<file path="src/rtl/cphs_pkg.sv">
// Package: shared types for the coprocessor handshake sequencer.
// Assumes: nothing beyond IEEE 1800-2017.
package cphs_pkg;

    // Sequencer phase.
    typedef enum logic [1:0] {
        ST_IDLE = 2'd0,
        ST_WAIT = 2'd1,
        ST_XFER = 2'd2
    } seq_state_t;

    // Classification of an issued instruction.
    typedef struct packed {
        logic trap_now;   // trap without handshake
        logic has_xfer;   // memory-transfer class
        logic to_cp;      // direction bit
    } instr_class_t;

endpackage

</file>
<file path="src/rtl/cphs_decode.sv">
// Module: cphs_decode
// Classifies an instruction word for the handshake sequencer.
// Assumes: the field positions given by the parameters; purely combinational.
module cphs_decode
    import cphs_pkg::*;
#(
    parameter int INSTR_W  = 32,
    parameter int CLASS_HI = 27,
    parameter int DIR_BIT  = 20
) (
    input  logic [INSTR_W-1:0] instr,
    input  logic               compact,
    output instr_class_t       cls
);
    localparam int CLASS_LO = CLASS_HI - 2;

    // Derive trap, transfer-class and direction flags.
    always_comb begin
        cls.trap_now = !instr[CLASS_HI] || compact;
        cls.has_xfer = (instr[CLASS_HI:CLASS_LO] == 3'b110);
        cls.to_cp    = instr[DIR_BIT];
    end
endmodule

</file>
<file path="src/rtl/cphs_xfer.sv">
// Module: cphs_xfer
// Holds the transfer word address and the count of retired words.
// Assumes: capture loads the base and count 1; advance retires one word.
module cphs_xfer #(
    parameter int ADDR_W     = 32,
    parameter int MAX_WORDS  = 16,
    parameter int WORD_BYTES = 4
) (
    input  logic              clk,
    input  logic              rst_n,
    input  logic              capture,
    input  logic              advance,
    input  logic [ADDR_W-1:0] base,
    output logic [ADDR_W-1:0] addr,
    output logic              at_limit
);
    localparam int CNT_W = $clog2(MAX_WORDS + 1);
    localparam logic [CNT_W-1:0]  CNT_MAX = CNT_W'(MAX_WORDS);
    localparam logic [ADDR_W-1:0] STEP    = ADDR_W'(WORD_BYTES);

    logic [CNT_W-1:0] cnt;

    // Address and word-count registers.
    always_ff @(posedge clk) begin
        if (!rst_n) begin
            addr <= '0;
            cnt  <= '0;
        end else if (capture) begin
            addr <= base;
            cnt  <= CNT_W'(1);
        end else if (advance) begin
            addr <= addr + STEP;
            cnt  <= cnt + CNT_W'(1);
        end
    end

    // Flag that the current word is the last one allowed.
    always_comb at_limit = (cnt == CNT_MAX);
endmodule

</file>
<file path="src/rtl/cphs_ctrl.sv">
// Module: cphs_ctrl
// Handshake state machine: issue, busy-wait, outcome and transfer phase.
// Assumes: lines are sampled on the rising edge; outcome pulses are registered.
module cphs_ctrl
    import cphs_pkg::*;
(
    input  logic         clk,
    input  logic         rst_n,
    input  logic         issue_vld,
    input  logic         cond_ok,
    input  instr_class_t cls,
    input  logic         cp_absent,
    input  logic         cp_busy,
    input  logic         irq_pend,
    input  logic         at_limit,
    output seq_state_t   st,
    output logic         capture,
    output logic         advance,
    output logic         to_cp_q,
    output logic         done_commit,
    output logic         done_undef,
    output logic         done_intr,
    output logic         overrun
);
    seq_state_t nxt;
    logic has_xfer_q;
    logic o_commit, o_undef, o_intr, o_ovf;

    // Next-state and outcome decision.
    always_comb begin
        nxt      = st;
        capture  = 1'b0;
        advance  = 1'b0;
        o_commit = 1'b0;
        o_undef  = 1'b0;
        o_intr   = 1'b0;
        o_ovf    = 1'b0;
        unique case (st)
            ST_IDLE: begin
                if (issue_vld && cond_ok) begin
                    if (cls.trap_now) begin
                        o_undef = 1'b1;
                    end else begin
                        nxt     = ST_WAIT;
                        capture = 1'b1;
                    end
                end
            end
            ST_WAIT: begin
                if (cp_absent) begin
                    o_undef = 1'b1;
                    nxt     = ST_IDLE;
                end else if (!cp_busy) begin
                    o_commit = 1'b1;
                    nxt      = has_xfer_q ? ST_XFER : ST_IDLE;
                end else if (irq_pend) begin
                    o_intr = 1'b1;
                    nxt    = ST_IDLE;
                end
            end
            ST_XFER: begin
                if (cp_absent && cp_busy) begin
                    nxt = ST_IDLE;
                end else if (at_limit) begin
                    o_ovf = 1'b1;
                    nxt   = ST_IDLE;
                end else begin
                    advance = 1'b1;
                end
            end
            default: nxt = ST_IDLE;
        endcase
    end

    // State, captured class bits and registered outcome pulses.
    always_ff @(posedge clk) begin
        if (!rst_n) begin
            st          <= ST_IDLE;
            has_xfer_q  <= 1'b0;
            to_cp_q     <= 1'b0;
            done_commit <= 1'b0;
            done_undef  <= 1'b0;
            done_intr   <= 1'b0;
            overrun     <= 1'b0;
        end else begin
            st          <= nxt;
            done_commit <= o_commit;
            done_undef  <= o_undef;
            done_intr   <= o_intr;
            overrun     <= o_ovf;
            if (capture) begin
                has_xfer_q <= cls.has_xfer;
                to_cp_q    <= cls.to_cp;
            end
        end
    end
endmodule

</file>
<file path="src/rtl/cp_handshake_seq.sv">
// Module: cp_handshake_seq (top)
// Runs the absent/busy handshake for one coprocessor instruction at a time
// and sequences a coprocessor-terminated word transfer.
// Assumes: synchronous active-low reset; external lines already synchronised.
module cp_handshake_seq
    import cphs_pkg::*;
#(
    parameter int ADDR_W     = 32,
    parameter int MAX_WORDS  = 16,
    parameter int WORD_BYTES = 4
) (
    input  logic              clk,
    input  logic              rst_n,
    input  logic              issue_vld,
    input  logic [31:0]       issue_instr,
    input  logic              issue_cond_ok,
    input  logic              compact_state,
    input  logic [ADDR_W-1:0] xfer_base,
    input  logic              cp_absent,
    input  logic              cp_busy,
    input  logic              irq_pend,
    output logic              cp_instr_n,
    output logic              done_commit,
    output logic              done_undef,
    output logic              done_intr,
    output logic              xfer_overrun,
    output logic              xfer_active,
    output logic              xfer_to_cp,
    output logic [ADDR_W-1:0] xfer_addr
);
    instr_class_t cls;
    seq_state_t   st;
    logic capture, advance, at_limit;

    cphs_decode #(.INSTR_W(32), .CLASS_HI(27), .DIR_BIT(20)) u_dec (
        .instr   (issue_instr),
        .compact (compact_state),
        .cls     (cls)
    );

    cphs_ctrl u_ctrl (
        .clk         (clk),
        .rst_n       (rst_n),
        .issue_vld   (issue_vld),
        .cond_ok     (issue_cond_ok),
        .cls         (cls),
        .cp_absent   (cp_absent),
        .cp_busy     (cp_busy),
        .irq_pend    (irq_pend),
        .at_limit    (at_limit),
        .st          (st),
        .capture     (capture),
        .advance     (advance),
        .to_cp_q     (xfer_to_cp),
        .done_commit (done_commit),
        .done_undef  (done_undef),
        .done_intr   (done_intr),
        .overrun     (xfer_overrun)
    );

    cphs_xfer #(.ADDR_W(ADDR_W), .MAX_WORDS(MAX_WORDS), .WORD_BYTES(WORD_BYTES)) u_xfer (
        .clk      (clk),
        .rst_n    (rst_n),
        .capture  (capture),
        .advance  (advance),
        .base     (xfer_base),
        .addr     (xfer_addr),
        .at_limit (at_limit)
    );

    // Line and phase outputs decoded from the registered state.
    always_comb begin
        cp_instr_n  = (st != ST_WAIT);
        xfer_active = (st == ST_XFER);
    end
endmodule

</file>
<file path="config.mk">
export PLATFORM = sky130hd
export DESIGN_NAME = cp_handshake_seq
export DESIGN_NICKNAME = d
export VERILOG_FILES = /design/src/rtl/cphs_pkg.sv /design/src/rtl/cphs_decode.sv /design/src/rtl/cphs_xfer.sv /design/src/rtl/cphs_ctrl.sv /design/src/rtl/cp_handshake_seq.sv
export SDC_FILE = /design/constraint.sdc
export NUM_CORES = 1
export LEC_CHECK = 0
export ABC_AREA = 0
export BUFFER_PORTS_ARGS = -buffer_cell sky130_fd_sc_hd__buf_4
export CAP_MARGIN = 20
export CORE_UTILIZATION = 48
export CTS_BUF_LIST = sky130_fd_sc_hd__clkbuf_4
export DETAILED_ROUTE_END_ITERATION = 8
export GPL_ROUTABILITY_DRIVEN = 0
export PLACE_DENSITY = 0.79
export RECOVER_POWER = 100
export SYNTH_ARGS = -nofsm -noshare
export SYNTH_HDL_FRONTEND = slang
export SYNTH_SLANG_ARGS = --single-unit
</file>
<file path="constraint.sdc">
create_clock -name clk -period 2.09 [get_ports clk]
set_input_delay 0.1045 -clock clk [delete_from_list [all_inputs] [get_ports clk]]
set_output_delay 0.1045 -clock clk [all_outputs]
set_load 0.01 [all_outputs]
</file>
# Word level (Yosys, flattened, before mapping)
# Cells that the tools add are included.
# totals
register_bits,45
in_bits,72
wordCells,62
# classes
n_addsub,2
n_eq_ne,9
n_mux,26
n_bitwise,4
n_reduce_logical,11
# ops
op,count
2-to-1 mux 32 bit,2
"adder 32 x 3 -> 32 bit, second input constant",1
2-to-1 mux 2 bit,8
2-to-1 mux 1 bit,14
case mux 2 bit (3 select lines),1
OR reduction 3 bit,2
"adder 5 x 1 -> 5 bit, second input constant",1
"== test 5 bit, second input constant",1
"!= test 2 x 1 -> 1 bit, second input constant",2
"!= test 4 bit, second input constant",1
inverter 1 bit,4
AND reduction 4 bit,1
OR reduction 4 bit,1
"== test 3 bit, second input constant",1
"!= test 3 x 1 -> 1 bit, second input constant",1
"== test 2 x 1 -> 1 bit, second input constant",1
"== test 2 bit, second input constant",1
logical AND 1 bit,2
zero test 2 bit,1
"!= test 2 bit, second input constant",1
case mux 1 bit (2 select lines),1
nonzero test 2 bit,1
OR reduction 2 bit,1
zero test 1 bit,1
logical OR 1 bit,1

# Depth between registers and ports, before layout
# Gate-level depths: netlist (run 1).
# depth
depth_word,6
depth_mapped,8
depth_no_buf,7

# Hierarchy
# Synthesis (run 1) repeated with hierarchy kept, for this count alone.
# unflattened
cells_unflattened,280
area_unflattened_um2,2426.1
# modules_own_cells
mod,instances,cells_per_inst,area_per_inst_um2,seq_area_each_um2
cphs_xfer,1,241,2039.5,740.7
cphs_ctrl,1,34,349.1,160.2
cphs_decode,1,3,22.5,0.0
cp_handshake_seq,1,2,15.0,0.0

# Least setup slack after synthesis (run 1)
# No wires, ideal clock.
# synth_path
kind,register -> register
startpoint,register u_xfer.addr[4]
endpoint,register u_xfer.addr[16]
t_arrival_ps,1598
path_slack_ps,377
path_stages_with_launch,7
synth_period_minus_slack_ps,1713
path_cell_list,dfxtp_1 > and4_1 > buf_4 > nand4_4 > or3_1 > o211a_1 > o21a_1
# synth_between
elab_chain_cells,3
# synth_rtl
element,line,text
start: declaration,cphs_xfer.sv:14,"output logic [ADDR_W-1:0] addr,"
start signal: assignment,cphs_xfer.sv:29,addr <= base;
start signal: assignment,cphs_xfer.sv:32,addr <= addr + STEP;
adder 32 x 3 -> 32 bit,cphs_xfer.sv:32,
2-to-1 mux 32 bit,cphs_xfer.sv:31,end else if (advance) begin
2-to-1 mux 32 bit,cphs_xfer.sv:28,end else if (capture) begin
# No other way between the ends. The select of a mux whose other input is x is not followed.
# A chain may end at the register's enable or synchronous reset.

# Final worst setup path (run 1)
# layout_path
startpoint,register u_xfer.cnt[0]
endpoint,register u_xfer.addr[27]
# layout_between
elab_chain_cells,5
# layout_rtl
element,line,text
start: declaration,cphs_xfer.sv:21,logic [CNT_W-1:0] cnt;
start signal: assignment,cphs_xfer.sv:33,cnt <= cnt + CNT_W'(1);
== test 5 bit,cphs_xfer.sv:38,always_comb at_limit = (cnt == CNT_MAX);
2-to-1 mux 1 bit,cphs_ctrl.sv:64,end else if (at_limit) begin
2-to-1 mux 1 bit,cphs_ctrl.sv:62,if (cp_absent && cp_busy) begin
2-to-1 mux 1 bit,cphs_ctrl.sv:38,unique case (st)
nonzero test 2 bit (no source line),--,
# No other way between the ends.

==> results of run 1 <==
## cell families after synthesis
| family | count (synthesis) |
|---|---|
| buffers and inverters | 28 |
| adders and majority gates | 3 |
| DFF | 45 |
| AOI/OAI and AO/OA | 66 |
| muxes | 3 |
| and+or+nand+nor | 115 |
| xor gates and xnor gates | 25 |
## metal layers
| layer | track usage [%] | part of all wire (%) |
|---|---|---|
| met2 | 40.6 | 47 |
| met3 | 4.64 | 4.6 |
| met1 | 31.7 | 46 |
| met5 | 0 | 0 |
| met4 | 9.80 | 2.1 |
## metrics by stage
stage	power, mW	hold WS, ps	setup WS [ps]
final	1.51	8.06	176
after CTS	1.54	3.41	201
after global routing	1.58	12.1	47.6
after global placement	1.13	314	242
after floorplan	1.01	183	377
after detailed placement	1.14	314	203
## worst paths after layout
| path | startpoint | endpoint | cells past startpoint |
|---|---|---|---|
| hold / removal | irq_pend | u_ctrl.st[0] | 3 |
| setup reg to reg | u_xfer.cnt[0] | u_xfer.addr[27] | 8 |
| hold reg to reg | u_ctrl.has_xfer_q | u_ctrl.has_xfer_q | 2 |
| setup / recovery | u_xfer.cnt[0] | u_xfer.addr[27] | 8 |
## synthesized netlist by cell type (2+ instances only)
library cell,instances,area share (%)
dfxtp_1,45,39
a21oi_1,31,6.7
nand2_1,31,5.0
xnor2_1,20,7.5
nor2_1,16,2.6
nor4_1,16,4.3
o21ai_0,16,3.4
clkbuf_1,11,1.8
nand3_1,11,2.4
nor3_1,10,2.2
inv_1,9,1.5
and4_1,7,2.6
buf_2,7,1.5
and3_1,6,1.6
nand4_1,6,1.6
a211oi_1,5,1.6
xor2_1,5,1.9
ha_1,3,1.6
o311ai_0,3,1.1
a22oi_1,2,0.65
mux2i_1,2,0.86
nand3b_1,2,0.65
o21ai_1,2,0.43
o22ai_1,2,0.54
## power by group through the flow
stage	registers [mW]	clock network [mW]	logic, mW
2_1_floorplan	0.940	0	0.0698
3_3_place_gp	0.931	0	0.202
3_5_place_dp	0.932	0	0.204
4_1_cts	0.913	0.410	0.217
5_1_grt	0.917	0.448	0.216
6_report	0.913	0.403	0.197
## sequential cells by signal (all words and copies together), names as in the netlist
register / flops
u_ctrl.done_commit: 1
u_ctrl.done_intr: 1
u_ctrl.st: 2
u_ctrl.has_xfer_q: 1
u_ctrl.done_undef: 1
u_xfer.addr: 32
u_xfer.cnt: 5
u_ctrl.to_cp_q: 1
u_ctrl.overrun: 1
## area by class of cell
type / instances / share of cell area, %
multi-input cells: 212 / 43.8
flip-flops and latches: 45 / 30.2
repair buffers: 100 / 20.9
well taps: 52 / 2.18
clock buffers: 5 / 1.26
inverters: 9 / 1.13
clock inverters: 3 / 0.420
## worst min-delay path, stage by stage
cell      delay [ps]
buf_4             80
nand3b_1          90
a21oi_1           60
## what timing repair did
| action | CTS | global route |
|---|---|---|
| resized for setup | 0 | 1 |
| setup endpoints to repair | 0 | 1 |
| hold buffers | 9 | 0 |
| hold endpoints to repair | 8 | 0 |
| setup buffers | 0 | 0 |
==> flow_summary.yaml, run 1 <==
power_and_ir_drop:
  p_int_mw: 1.11
  p_sw_uw: 401
  combinationalPowerShare_pct: 13.0
  switching_share_pct: 26.5
  ir_drop_v: 0.000348
  power.share.sequential_pct: 60.3
  p_leak_nw: 1.02
  power_density_mw_per_mm2: 508
  clock_power_share_pct: 26.7
die:
  core.rowCount: 24
  num_io_pins: 111
  core_area_mm2: 0.00450
  die_w_um: 71.6
  dieArea_mm2: 0.00513
  die_h_um: 71.6
  initial_core_util_pct: 51.6
clock_tree:
  cts_buffer_depth: 2
  cts.sinks: 45
  cts_tree: "done"
  path_clk_slew_ps: 130
  numCtsBuffers: 5
  cts-htree-levels: 2
  clk_latency_ps: 360
  clockRootBuffer: "clkbuf_4"
synthesis:
  synth_top_family_by_area: "simple AND/OR/NAND/NOR gates"
  yosys.area_share.simple_pct: 27.6
  synth.distinct_cells: 41
  ys_warn_count: 0
  synth_area_per_cell_um2: 8.16
  ys_ff_latch: 45
  syn-cell-area_mm2: 0.00232
  synthArstFlopShare_pct: 0
  synthMuxAreaShare_pct: 1.35
  synth.net_count: 360
  synth-compound-area-share_pct: 16.3
  syn_inst: 285
  yosysSeqAreaShare_pct: 38.8
  ys.flop_type: "dfxtp_1"
  synth_adder_area_share_pct: 1.61
  synth_edf_count: 0
  synth_xor_area_share_pct: 9.42
drt:
  wirelength_um: 5960
  dr.pass1.iters: 4
  wl_per_cell_um: 14.0
  route.detailed.drc: 0
  drt_iter0_drc: 112
  final_antenna_net_count: 0
  via_per_inst: 5.66
  dr_total_vias: 2412
worst_setup_path:
  rrSetupSlack_ps: 180
  crit_path_top_delay_cell: "dfxtp_1"
  crit_path_max_incr_delay_ps: 410
  critPathCaptureType: "flip-flop"
  worstPathRequired_ps: 2350
  critPathLaunchType: "flip-flop"
  path_cells: "inv_1 > ha_1 > nand4bb_2 > nand3_1 > clkbuf_2 > nor4_1 > xnor2_1 > a21oi_1"
  cp.arrival_ps: 2180
  crit_fanout: 12
  path_buf_inv: 2
  crit_type: "reg2reg"
  cp_top_family: "simple AND/OR/NAND/NOR gates"
global_route:
  grt.overflow.total: 0
  grt_pass1_wl_um: 10000
  track_usage_pct: 24.5
  first_global_vias: 2230
  antenna_found_initial: 0
  grt_max_degree: 54
timing:
  maxSlewHeadroom_pct: 48.6
  fmax_mhz: 522
  fin_setup_tns_ps: 0
  worst_pin_slew_ps: 770
  drv_slew: 0
  min_period_over_period_pct: 91.6
  setup_viol: 0
  skew_ps: 3.43
  hold_viol: 0
  post-route-min-period_ps: 1910
  rsz0062_at_grt: "no"
final_layout:
  multi_input_area_mm2: 0.00131
  area_delta_synth_final_pct: 28.1
  nets: 448
  fillCellCount: 448
  seqCellArea_um2: 901
  final_area_mm2: 0.00298
  final_common_cell: "buf_4"
  drive_above_1_share_pct: 16.0
  final_util_pct: 66.1
  fin_cells: 426
  final_cell_mix: "buf_4, dfxtp_1, clkbuf_1"
  diodes: 0
run:
  drv_cap: 0
placement:
  hpwl_um: 4180
  portBuffers: 82
  place_inst: 409
  post_dp_cell_area_mm2: 0.00300
hold_path:
  hold_class: "in2reg"
status:
  status: "complete, no violations"
(Power assumes the default switching activity.)
==> run 2, diff against run 1 <==
--- a/config.mk
+++ b/config.mk
@@ -13,7 +13,6 @@
 export DETAILED_ROUTE_END_ITERATION = 8
 export GPL_ROUTABILITY_DRIVEN = 0
 export PLACE_DENSITY = 0.79
-export RECOVER_POWER = 100
 export SYNTH_ARGS = -nofsm -noshare
 export SYNTH_HDL_FRONTEND = slang
 export SYNTH_SLANG_ARGS = --single-unit
==> flow_summary.yaml, run 2 (synthesis results as in run 1) <==
timing:
  min_period_over_period_pct: 90.0
  rsz0062_at_grt: "no"
  setup_viol: 0
  drv_slew: 0
  post-route-min-period_ps: 1880
  skew_ps: 5.70
  fmax_mhz: 532
  worst_pin_slew_ps: 773
  maxSlewHeadroom_pct: 48.4
  hold_viol: 0
  fin_setup_tns_ps: 0
  setup_ws_ps: 209
hold_path:
  min_to: "u_ctrl.st[0]"
  hold_class: "in2reg"
  holdPathStages: 3
  hold_start: "irq_pend"
clock_tree:
  clk_latency_ps: 360
  cts_buffer_depth: 2
  cts_tree: "done"
  cts.sinks: 45
  numCtsBuffers: 5
  clockRootBuffer: "clkbuf_4"
  path_clk_slew_ps: 130
  cts-htree-levels: 2
  post_cts_buffers: 0
run:
  drv_cap: 0
worst_setup_path:
  cp_top_family: "simple AND/OR/NAND/NOR gates"
  timing.rr.start: "u_xfer.addr[5]"
  regToRegEndpoint: "u_xfer.addr[15]"
  r2r_cells: 5
  rrSetupSlack_ps: 210
  worstPathRequired_ps: 2320
  crit_path_max_incr_delay_ps: 430
  crit_type: "reg2reg"
  path_cells: "and4_1 > nand3_1 > buf_4 > o311ai_0 > a21oi_1"
  cp.arrival_ps: 2110
  crit_fanout: 7
  critical_path_depth: 5
  critPathCaptureType: "flip-flop"
  path_buf_inv: 1
  critPathLaunchType: "flip-flop"
  crit_path_top_delay_cell: "dfxtp_1"
placement:
  dp_slack_ps: 203
  post_dp_cell_area_mm2: 0.00300
  hpwl_um: 4180
  portBuffers: 82
final_layout:
  diodes: 0
  fillCellCount: 395
  final_area_mm2: 0.00315
  multi_input_area_mm2: 0.00131
  final_common_cell: "buf_4"
  top_regs: "u_xfer.addr: 32 flops, u_xfer.cnt: 5 flops, u_ctrl.st: 2 flops"
  seqCellArea_um2: 901
  final_cell_mix: "buf_4, dfxtp_1, nand2_1, a21oi_1, xnor2_1"
  area_delta_synth_final_pct: 35.4
  largest_reg_flops: 32
  nets: 448
  regMostFlops: "u_xfer.addr"
  drive_above_1_share_pct: 27.8
die:
  die_w_um: 71.6
  num_io_pins: 111
  die_h_um: 71.6
  initial_core_util_pct: 51.6
  core.rowCount: 24
  dieArea_mm2: 0.00513
  core_area_mm2: 0.00450
status:
  status: "complete, no violations"
drt:
  final_antenna_net_count: 0
  via_per_inst: 5.64
  wl_per_cell_um: 14.1
  route.detailed.drc: 0
  dr.pass1.iters: 4
  wirelength_um: 6000
  dr_total_vias: 2401
  drt_iter0_drc: 106
global_route:
  grt_max_degree: 54
  first_global_vias: 2230
  grt.overflow.total: 0
  track_usage_pct: 24.5
  grt_pass1_wl_um: 10000
  antenna_found_initial: 0
power_and_ir_drop:
  p_leak_nw: 1.19
  power_density_mw_per_mm2: 487
  ir_drop_v: 0.000345
-- run 2: changes by cell type in the layout (fill, tap and decap cells not counted), sizes merged --
cell    before  now
clkbuf      49    5
buf         47   91
-- run 2: area by class of cell --
| cell class | instances | area share, % |
|---|---|---|
| Clock buffer | 5 | 1.19 |
| Clock inverter | 3 | 0.397 |
| Inverter | 9 | 1.07 |
| Multi-Input combinational cell | 212 | 41.7 |
| Sequential cell | 45 | 28.6 |
| Tap cell | 52 | 2.07 |
| Timing Repair Buffer | 100 | 25.0 |
-- run 2: stage by stage --
step / util, % / std cells / hold WS (ps) / power (mW)
floorplan: - / 285 / 183 / 1.01
global placement: 66.6 / 409 / 314 / 1.13
detailed placement: 66.6 / 409 / 314 / 1.14
CTS: 69.8 / 426 / 3.41 / 1.54
global route: 69.9 / 426 / 12.1 / 1.60
finish: 69.9 / 426 / 6.45 / 1.53
-- run 2: repair_timing --
item | in CTS | in global routing
hold endpoints to repair | 8 | 0
hold buffers | 9 | 0
gates resized for setup | 0 | 1
endpoints found under the setup margin | 0 | 1
-- run 2: routing by layer --
metal,share of wire [%],vias up,global-route usage [%]
li1,-,1198,-
met1,45,1118,31.7
met2,47,76,40.6
met3,6.2,9,4.64
met4,1.5,0,9.80
met5,0,-,0
-- run 2: worst min-delay path: stages --
cell and delay (ps):
buf_4 80, nand3b_1 90, a21oi_1 60
-- run 2: worst max-delay path by stage --
stage,from,end
final,u_xfer.addr[5],u_xfer.addr[15]
after detailed placement,u_xfer.addr[5],u_xfer.addr[31]
after global placement,u_xfer.addr[5],u_xfer.addr[31]
after CTS,u_xfer.addr[5],u_xfer.addr[31]
after global routing,u_xfer.cnt[0],u_xfer.addr[16]
after floorplan,u_xfer.addr[4],u_xfer.addr[16]
-- run 2: report_power, final --
| part | leakage (nW) | internal (mW) | switching (mW) | total (mW) |
|---|---|---|---|---|
| combinational | 0.799 | 0.126 | 0.0904 | 0.217 |
| clock | 0.0300 | 0.122 | 0.281 | 0.403 |
| sequential | 0.365 | 0.884 | 0.0295 | 0.913 |
| total | 1.19 | 1.13 | 0.401 | 1.53 |
